## src/rtl/beetle_pkg.sv

```systemverilog
package beetle_pkg;
  localparam int NUM_DIM = 2;

  typedef enum logic [2:0] {
    ST_IDLE,
    ST_ANTENNA,
    ST_WAIT_FIT,
    ST_MOVE,
    ST_BEST,
    ST_DONE
  } bState_t;

  typedef struct packed {
    logic loadInit;
    logic latchAnt;
    logic latchFit;
    logic doMove;
    logic doBest;
  } dpStrobe_t;
endpackage

```

## src/rtl/beetle_ctrl.sv

```systemverilog
module beetle_ctrl
  import beetle_pkg::*;
#(
  parameter int ITER_MAX = 200,
  localparam int CNT_W = $clog2(ITER_MAX + 1)
) (
  input  logic             clk,
  input  logic             rstN,
  input  logic             start,
  input  logic             fitReqReady,
  input  logic             fitRspValid,
  output dpStrobe_t        strobe,
  output logic             fitReqValid,
  output logic             iterValid,
  output logic [CNT_W-1:0] iterCount
);
  bState_t          state;
  logic             reqSent;
  logic [CNT_W-1:0] iterCnt;
  logic             idleLike;
  logic             lastIter;

  assign idleLike = (state == ST_IDLE) || (state == ST_DONE);
  assign lastIter = (iterCnt == CNT_W'(ITER_MAX - 1));

  always_ff @(posedge clk) begin
    if (!rstN) begin
      state   <= ST_IDLE;
      reqSent <= 1'b0;
      iterCnt <= '0;
    end else begin
      case (state)
        ST_IDLE, ST_DONE: begin
          if (start) begin
            state   <= ST_ANTENNA;
            iterCnt <= '0;
          end
        end
        ST_ANTENNA: begin
          state   <= ST_WAIT_FIT;
          reqSent <= 1'b0;
        end
        ST_WAIT_FIT: begin
          if (reqSent && fitRspValid) begin
            state <= ST_MOVE;
          end else if (!reqSent && fitReqReady) begin
            reqSent <= 1'b1;
          end
        end
        ST_MOVE: state <= ST_BEST;
        ST_BEST: begin
          iterCnt <= iterCnt + 1'b1;
          state   <= lastIter ? ST_DONE : ST_ANTENNA;
        end
        default: state <= ST_IDLE;
      endcase
    end
  end

  always_comb begin
    strobe.loadInit = idleLike && start;
    strobe.latchAnt = (state == ST_ANTENNA);
    strobe.latchFit = (state == ST_WAIT_FIT) && reqSent && fitRspValid;
    strobe.doMove   = (state == ST_MOVE);
    strobe.doBest   = (state == ST_BEST);
  end

  assign fitReqValid = (state == ST_WAIT_FIT) && !reqSent;
  assign iterValid   = !idleLike;
  assign iterCount   = iterCnt;
endmodule

```

## src/rtl/beetle_axis.sv

```systemverilog
module beetle_axis
  import beetle_pkg::*;
#(
  parameter int COORD_W    = 16,
  parameter int DIR_W      = 12,
  parameter int FRAC_W     = 10,
  parameter int STEP_W     = 11,
  parameter int SENSE_DIST = 972
) (
  input  logic                      clk,
  input  logic                      rstN,
  input  dpStrobe_t                 strobe,
  input  logic                      decrease,
  input  logic                      takeBest,
  input  logic signed [COORD_W-1:0] initVal,
  input  logic signed [COORD_W-1:0] minVal,
  input  logic signed [COORD_W-1:0] maxVal,
  input  logic signed [DIR_W-1:0]   dirIn,
  input  logic signed [STEP_W-1:0]  stepCur,
  output logic signed [COORD_W-1:0] pos,
  output logic signed [COORD_W-1:0] left,
  output logic signed [COORD_W-1:0] right,
  output logic signed [COORD_W-1:0] best
);
  localparam int MUL_W = DIR_W + FRAC_W + 2;
  localparam int SUM_W = ((MUL_W > COORD_W) ? MUL_W : COORD_W) + 2;
  localparam logic signed [SUM_W-1:0] CMAX = SUM_W'((2 ** (COORD_W - 1)) - 1);
  localparam logic signed [SUM_W-1:0] CMIN = -CMAX - SUM_W'(1);

  logic signed [DIR_W-1:0] dirReg;
  logic signed [MUL_W-1:0] senseOff, moveOff;
  logic signed [SUM_W-1:0] posW, rightW, leftW, moveW;
  logic signed [SUM_W-1:0] rightSat, leftSat, moveClamp;

  always_comb begin
    senseOff = (MUL_W'(dirIn) * MUL_W'(SENSE_DIST)) >>> FRAC_W;
    moveOff  = (MUL_W'(dirReg) * MUL_W'(stepCur)) >>> FRAC_W;
    posW     = SUM_W'(pos);
    rightW   = posW + SUM_W'(senseOff);
    leftW    = posW - SUM_W'(senseOff);
    moveW    = decrease ? (posW - SUM_W'(moveOff)) : (posW + SUM_W'(moveOff));

    if (rightW > CMAX)      rightSat = CMAX;
    else if (rightW < CMIN) rightSat = CMIN;
    else                    rightSat = rightW;

    if (leftW > CMAX)      leftSat = CMAX;
    else if (leftW < CMIN) leftSat = CMIN;
    else                   leftSat = leftW;

    if (moveW > SUM_W'(maxVal))      moveClamp = SUM_W'(maxVal);
    else if (moveW < SUM_W'(minVal)) moveClamp = SUM_W'(minVal);
    else                             moveClamp = moveW;
  end

  always_ff @(posedge clk) begin
    if (!rstN) begin
      dirReg <= '0;
      pos    <= '0;
      left   <= '0;
      right  <= '0;
      best   <= '0;
    end else begin
      if (strobe.loadInit) begin
        pos  <= initVal;
        best <= initVal;
      end
      if (strobe.latchAnt) begin
        dirReg <= dirIn;
        right  <= COORD_W'(rightSat);
        left   <= COORD_W'(leftSat);
      end
      if (strobe.doMove) pos <= COORD_W'(moveClamp);
      if (strobe.doBest && takeBest) best <= decrease ? right : left;
    end
  end
endmodule

```

## src/rtl/beetle_dp.sv

```systemverilog
module beetle_dp
  import beetle_pkg::*;
#(
  parameter int COORD_W    = 16,
  parameter int DIR_W      = 12,
  parameter int FIT_W      = 24,
  parameter int FRAC_W     = 10,
  parameter int SENSE_DIST = 972,
  parameter int STEP_MAX   = 819,
  parameter int STEP_DEC   = 4,
  parameter int STEP_MIN   = 410,
  parameter int CNT_W      = 8
) (
  input  logic                      clk,
  input  logic                      rstN,
  input  dpStrobe_t                 strobe,
  input  logic [CNT_W-1:0]          iterCount,
  input  logic signed [COORD_W-1:0] initKp,
  input  logic signed [COORD_W-1:0] initKi,
  input  logic signed [COORD_W-1:0] minKp,
  input  logic signed [COORD_W-1:0] maxKp,
  input  logic signed [COORD_W-1:0] minKi,
  input  logic signed [COORD_W-1:0] maxKi,
  input  logic signed [DIR_W-1:0]   dirKp,
  input  logic signed [DIR_W-1:0]   dirKi,
  input  logic [FIT_W-1:0]          fitLeft,
  input  logic [FIT_W-1:0]          fitRight,
  output logic signed [COORD_W-1:0] leftKp,
  output logic signed [COORD_W-1:0] leftKi,
  output logic signed [COORD_W-1:0] rightKp,
  output logic signed [COORD_W-1:0] rightKi,
  output logic signed [COORD_W-1:0] posKp,
  output logic signed [COORD_W-1:0] posKi,
  output logic signed [COORD_W-1:0] bestKp,
  output logic signed [COORD_W-1:0] bestKi,
  output logic [FIT_W-1:0]          bestFit
);
  localparam int STEP_W = $clog2(STEP_MAX + 1) + 1;

  logic [FIT_W-1:0] fitL, fitR, candFit;
  logic             decrease, takeBest;
  logic signed [31:0]       stepRaw;
  logic signed [STEP_W-1:0] stepCur;

  logic signed [COORD_W-1:0] initA [NUM_DIM];
  logic signed [COORD_W-1:0] minA  [NUM_DIM];
  logic signed [COORD_W-1:0] maxA  [NUM_DIM];
  logic signed [DIR_W-1:0]   dirA  [NUM_DIM];
  logic signed [COORD_W-1:0] posA  [NUM_DIM];
  logic signed [COORD_W-1:0] leftA [NUM_DIM];
  logic signed [COORD_W-1:0] rightA[NUM_DIM];
  logic signed [COORD_W-1:0] bestA [NUM_DIM];

  assign initA[0] = initKp;  assign initA[1] = initKi;
  assign minA[0]  = minKp;   assign minA[1]  = minKi;
  assign maxA[0]  = maxKp;   assign maxA[1]  = maxKi;
  assign dirA[0]  = dirKp;   assign dirA[1]  = dirKi;

  assign stepRaw  = 32'(STEP_MAX) - 32'(STEP_DEC) * 32'($signed({1'b0, iterCount}));
  assign stepCur  = (stepRaw < 32'(STEP_MIN)) ? STEP_W'(STEP_MIN) : STEP_W'(stepRaw);
  assign decrease = (fitL > fitR);
  assign candFit  = decrease ? fitR : fitL;
  assign takeBest = (candFit < bestFit);

  always_ff @(posedge clk) begin
    if (!rstN) begin
      fitL    <= '0;
      fitR    <= '0;
      bestFit <= '1;
    end else begin
      if (strobe.latchFit) begin
        fitL <= fitLeft;
        fitR <= fitRight;
      end
      if (strobe.loadInit) bestFit <= '1;
      else if (strobe.doBest && takeBest) bestFit <= candFit;
    end
  end

  for (genvar g = 0; g < NUM_DIM; g++) begin : g_axis
    beetle_axis #(
      .COORD_W(COORD_W), .DIR_W(DIR_W), .FRAC_W(FRAC_W),
      .STEP_W(STEP_W), .SENSE_DIST(SENSE_DIST)
    ) axis_i (
      .clk(clk), .rstN(rstN), .strobe(strobe),
      .decrease(decrease), .takeBest(takeBest),
      .initVal(initA[g]), .minVal(minA[g]), .maxVal(maxA[g]),
      .dirIn(dirA[g]), .stepCur(stepCur),
      .pos(posA[g]), .left(leftA[g]), .right(rightA[g]), .best(bestA[g])
    );
  end

  assign posKp   = posA[0];   assign posKi   = posA[1];
  assign leftKp  = leftA[0];  assign leftKi  = leftA[1];
  assign rightKp = rightA[0]; assign rightKi = rightA[1];
  assign bestKp  = bestA[0];  assign bestKi  = bestA[1];
endmodule

```

## src/rtl/beetle_search_top.sv

```systemverilog
module beetle_search_top
  import beetle_pkg::*;
#(
  parameter int COORD_W    = 16,
  parameter int DIR_W      = 12,
  parameter int FIT_W      = 24,
  parameter int FRAC_W     = 10,
  parameter int SENSE_DIST = 972,
  parameter int STEP_MAX   = 819,
  parameter int STEP_DEC   = 4,
  parameter int STEP_MIN   = 410,
  parameter int ITER_MAX   = 200,
  localparam int CNT_W = $clog2(ITER_MAX + 1)
) (
  input  logic                      clk,
  input  logic                      rstN,
  input  logic                      start,
  input  logic signed [COORD_W-1:0] initKp,
  input  logic signed [COORD_W-1:0] initKi,
  input  logic signed [COORD_W-1:0] minKp,
  input  logic signed [COORD_W-1:0] maxKp,
  input  logic signed [COORD_W-1:0] minKi,
  input  logic signed [COORD_W-1:0] maxKi,
  input  logic signed [DIR_W-1:0]   dirKp,
  input  logic signed [DIR_W-1:0]   dirKi,
  output logic                      fitReqValid,
  input  logic                      fitReqReady,
  output logic signed [COORD_W-1:0] leftKp,
  output logic signed [COORD_W-1:0] leftKi,
  output logic signed [COORD_W-1:0] rightKp,
  output logic signed [COORD_W-1:0] rightKi,
  input  logic                      fitRspValid,
  input  logic [FIT_W-1:0]          fitLeft,
  input  logic [FIT_W-1:0]          fitRight,
  output logic signed [COORD_W-1:0] posKp,
  output logic signed [COORD_W-1:0] posKi,
  output logic signed [COORD_W-1:0] bestKp,
  output logic signed [COORD_W-1:0] bestKi,
  output logic [FIT_W-1:0]          bestFit,
  output logic                      iterValid,
  output logic [CNT_W-1:0]          iterCount
);
  dpStrobe_t strobe;

  beetle_ctrl #(.ITER_MAX(ITER_MAX)) ctrl_i (
    .clk(clk), .rstN(rstN), .start(start),
    .fitReqReady(fitReqReady), .fitRspValid(fitRspValid),
    .strobe(strobe), .fitReqValid(fitReqValid),
    .iterValid(iterValid), .iterCount(iterCount)
  );

  beetle_dp #(
    .COORD_W(COORD_W), .DIR_W(DIR_W), .FIT_W(FIT_W), .FRAC_W(FRAC_W),
    .SENSE_DIST(SENSE_DIST), .STEP_MAX(STEP_MAX), .STEP_DEC(STEP_DEC),
    .STEP_MIN(STEP_MIN), .CNT_W(CNT_W)
  ) dp_i (
    .clk(clk), .rstN(rstN), .strobe(strobe), .iterCount(iterCount),
    .initKp(initKp), .initKi(initKi),
    .minKp(minKp), .maxKp(maxKp), .minKi(minKi), .maxKi(maxKi),
    .dirKp(dirKp), .dirKi(dirKi),
    .fitLeft(fitLeft), .fitRight(fitRight),
    .leftKp(leftKp), .leftKi(leftKi), .rightKp(rightKp), .rightKi(rightKi),
    .posKp(posKp), .posKi(posKi), .bestKp(bestKp), .bestKi(bestKi),
    .bestFit(bestFit)
  );
endmodule

```

## config.mk

```make
export PLATFORM = sky130hd
export DESIGN_NAME = beetle_search_top
export DESIGN_NICKNAME = d
export VERILOG_FILES = /design/src/rtl/beetle_pkg.sv /design/src/rtl/beetle_ctrl.sv /design/src/rtl/beetle_axis.sv /design/src/rtl/beetle_dp.sv /design/src/rtl/beetle_search_top.sv
export SDC_FILE = /design/constraint.sdc
export NUM_CORES = 2
export LEC_CHECK = 0
export BUFFER_PORTS_ARGS = -buffer_cell sky130_fd_sc_hd__buf_2
export CAP_MARGIN = 20
export CELL_PAD_IN_SITES_DETAIL_PLACEMENT = 1
export CELL_PAD_IN_SITES_GLOBAL_PLACEMENT = 1
export CORE_MARGIN = 2
export CORE_UTILIZATION = 46
export DETAILED_ROUTE_END_ITERATION = 6
export GPL_ROUTABILITY_DRIVEN = 0
export MAX_ROUTING_LAYER = met4
export PLACE_DENSITY_LB_ADDON = 0.12
export REMOVE_ABC_BUFFERS = 1
export SYNTH_ARGS = -nofsm -noshare
export SYNTH_HDL_FRONTEND = slang
export SYNTH_SLANG_ARGS = --single-unit
```

## constraint.sdc

```tcl
create_clock -name clk -period 16.7 [get_ports clk]
set_input_delay 0.835 -clock clk [delete_from_list [all_inputs] [get_ports clk]]
set_output_delay 0.835 -clock clk [all_outputs]
set_load 0.02 [all_outputs]
```

==> summary.txt <==
Antenna Nets Post-Route: 0
DP HPWL: 89,000 um
Initial Utilization: 0.463
RSZ-0062 raised after global routing: no
cell at the slowest stage of the critical path: or4b_1
measured slew at the worst slew-check pin: 1.13 ns
root buffer cell: clkbuf_16
# resized after CTS: 0
Top FF cell, synth: dfxtp_1
max cap viols: 0
busiest metal layer after global routing: met2
status: complete, but fails checks
clock sink count: 236
CTS buffer count: 36
Site Rows: 97
Power Density: 175 nW/um2
post-synthesis sequential area ratio: 0.146
clk_lat worst skew: 0.59 ns
met1 global-route usage: 0.410
post-synthesis compound-gate area fraction: 0.178
pin count of the biggest net entering global routing: 79
max frequency: 75.6 MHz
post-synthesis cell count: 4,038
synthesized cell area: 32,300 um2
Synth cell types: 105
via density per instance: 5.53
Fin. Hold Viols: 0
static leakage: 0.0180 uW
Max IR drop VDD: 0.000113 V
WL final: 111,000 um
post-synthesis xor/xnor area fraction: 0.0467
Synth Area in Adders: 0.376
met3 usage: 0.0553
Mapped Avg Cell Area: 8.01 um2
total power: 6300 uW
Crit Path Category: reg2reg
worst-path fanout max: 24
FF+latch area: 4720 um2
CTS max path bufs: 3
area growth from synthesis to layout: 11.7%
CTS H-tree depth: 2
Post-Route Setup TNS: 0 ns
wire length of the first global-routing pass: 175,000 um
vias in the first global route: 30,400
clk slew on worst S/H paths: 0.05 ns
hold slack: 0.453 ns
GRT Residual Overflow: 0
initial antenna violation count: 12
vias: 29,100
PortBufs: 334
final worst-path cycle share: 0.792
Global Route Usage Sum: 0.315
Min-Delay Path Class: reg2reg
largest family of logic cells by synthesized area: adder cells
failing checks: DRC
TritonRoute pass-1 iters: 7
min cycle time layout: 13.22 ns
Core Area: 69,800 um2
Critical Path End Type: register
required time of the worst setup path: 17.16 ns
First DRT Iteration DRCs: 1,681
number of synthesized register bits: 236
CP max stage delay: 0.81 ns
met2 usage: 0.503
Crit path top cell by count: ha_1
Total Die Area: 72,400 um2
routed len/inst: 21.1 um
Post-CTS Setup Inserts: 0
area of the multi-input gates: 24,600 um2
simple-gate share of the synthesized area: 0.151
layout cells sized above 1: 0.118
critical path arrival: 13.68 ns
Post-synth EDFFs: 0
slew margin rel.: 0.244
Startpoint Class: register
Finish-stage setup viols: 0
final slew viol count: 0
chip width: 269 um
CTS tree: done
number of fill cells: 8,663
I/O pins: 335
Yosys warning total: 0
Die H: 269 um
Layout Nets: 5,199
Hold-fix buffers, CTS: 0
worst-case clock skew: 0.0301 ns
DRC errors left: 1
fraction of registers with async set/reset: 0
multiplexer share of the synthesized area: 0.00375
-- synth_stat cells (24+ instances only) --
cell type  instances  area, um2
a211oi_1          31        233
a21o_1            50        375
a21oi_1          351       1760
a311oi_1          26        228
a31oi_1           30        188
and2_1            83        519
and3_1            30        188
clkbuf_1         149        559
dfxtp_1          236       4720
fa_1             332       6650
ha_1             405       5070
inv_1            655       2460
maj3_1            43        430
nand2_1          517       1940
nand3_1           51        255
nand4_1           31        194
nor2_1           200        751
nor2b_1           30        188
nor3_1            40        200
o21a_1            32        240
o21ai_0          226       1130
o21bai_1          24        180
xnor2_1          131       1150
xor2_1            37        324
-- flip-flops by register name, indices dropped and copies added, names as in the netlist --
register                   count
dp_i.g_axis.axis_i.best       32
dp_i.g_axis.axis_i.left       32
dp_i.g_axis.axis_i.pos        32
dp_i.g_axis.axis_i.right      32
dp_i.bestFit                  24
dp_i.fitL                     24
dp_i.fitR                     24
dp_i.g_axis.axis_i.dirReg     24
ctrl_i.iterCount               8
ctrl_i.state                   3
ctrl_i.reqSent                 1
-- placed cells by master, fill, tap and decap left out, drive strengths merged, types with 84 or more instances in the layout --
cell type and count:
inv 658, nand2 517, ha 405, buf 370, a21oi 355, fa 332
dfxtp 236, o21ai 230, nor2 200, xnor2 132, and2 84
-- metrics by stage --
stage / util / std cells / cell area (um2) / setup slack, ns
2_1_floorplan: - / 3881 / 31700 / 3.19
3_3_place_gp: 0.500 / 5190 / 34900 / 4.31
3_5_place_dp: 0.500 / 5191 / 34900 / 3.82
4_1_cts: 0.517 / 5254 / 36100 / 3.64
5_1_grt: 0.517 / 5266 / 36100 / 2.67
6_report: 0.517 / 5266 / 36100 / 3.48
-- final cells by class --
cell class | instances | share of cell area
antenna | 12 | 0.000832
multi-input combinational | 2988 | 0.681
clock buffer | 49 | 0.0282
timing repair buffer | 370 | 0.0537
sequential | 236 | 0.131
inverter | 657 | 0.0685
clock inverter | 14 | 0.00440
tap | 940 | 0.0326
-- report_power, final --
part | leakage [uW] | switching (uW) | internal [uW] | total, uW
Combinational | 0.0155 | 3000 | 1840 | 4840
Clock | 0.000578 | 328 | 450 | 778
Sequential | 0.00192 | 74.9 | 611 | 686
Total | 0.0180 | 3410 | 2900 | 6300
-- kinds of logic after synthesis --
kind of cell             count (synthesis)
buffers and inverters                  836
XOR/XNOR                               170
other                                    2
AO/OA/AOI/OAI                          929
flip-flops                             236
adder cells (fa/ha/maj)                780
AND/OR/NAND/NOR                       1074
multiplexers                            11
-- metal layers --
metal | share of wire | up-vias
li1 | - | 13800
met1 | 0.44 | 14500
met2 | 0.47 | 666
met3 | 0.059 | 159
met4 | 0.029 | 0
met5 | 0 | -
-- critical path, delay by kind of cell, from the launching register on --
family | cells | cell delay (ns)
xor+xnor | 4 | 0.75
simple gates | 18 | 3.42
fa+ha+maj | 10 | 3.77
compound gates | 15 | 3.93
buf+inv | 6 | 0.74
flops | 1 | 0.48
-- worst paths after layout --
check / startpoint / end / slack [ns] / cells after the start
max reg2reg: ctrl_i.iterCount[0] / dp_i.g_axis[1].axis_i.pos[13] / 3.48 / 53
max: ctrl_i.iterCount[0] / dp_i.g_axis[1].axis_i.pos[13] / 3.48 / 53
min: dp_i.fitR[6] / dp_i.fitR[6] / 0.45 / 2
min reg2reg: dp_i.fitR[6] / dp_i.fitR[6] / 0.45 / 2
Power figures use the tool's default switching activity.
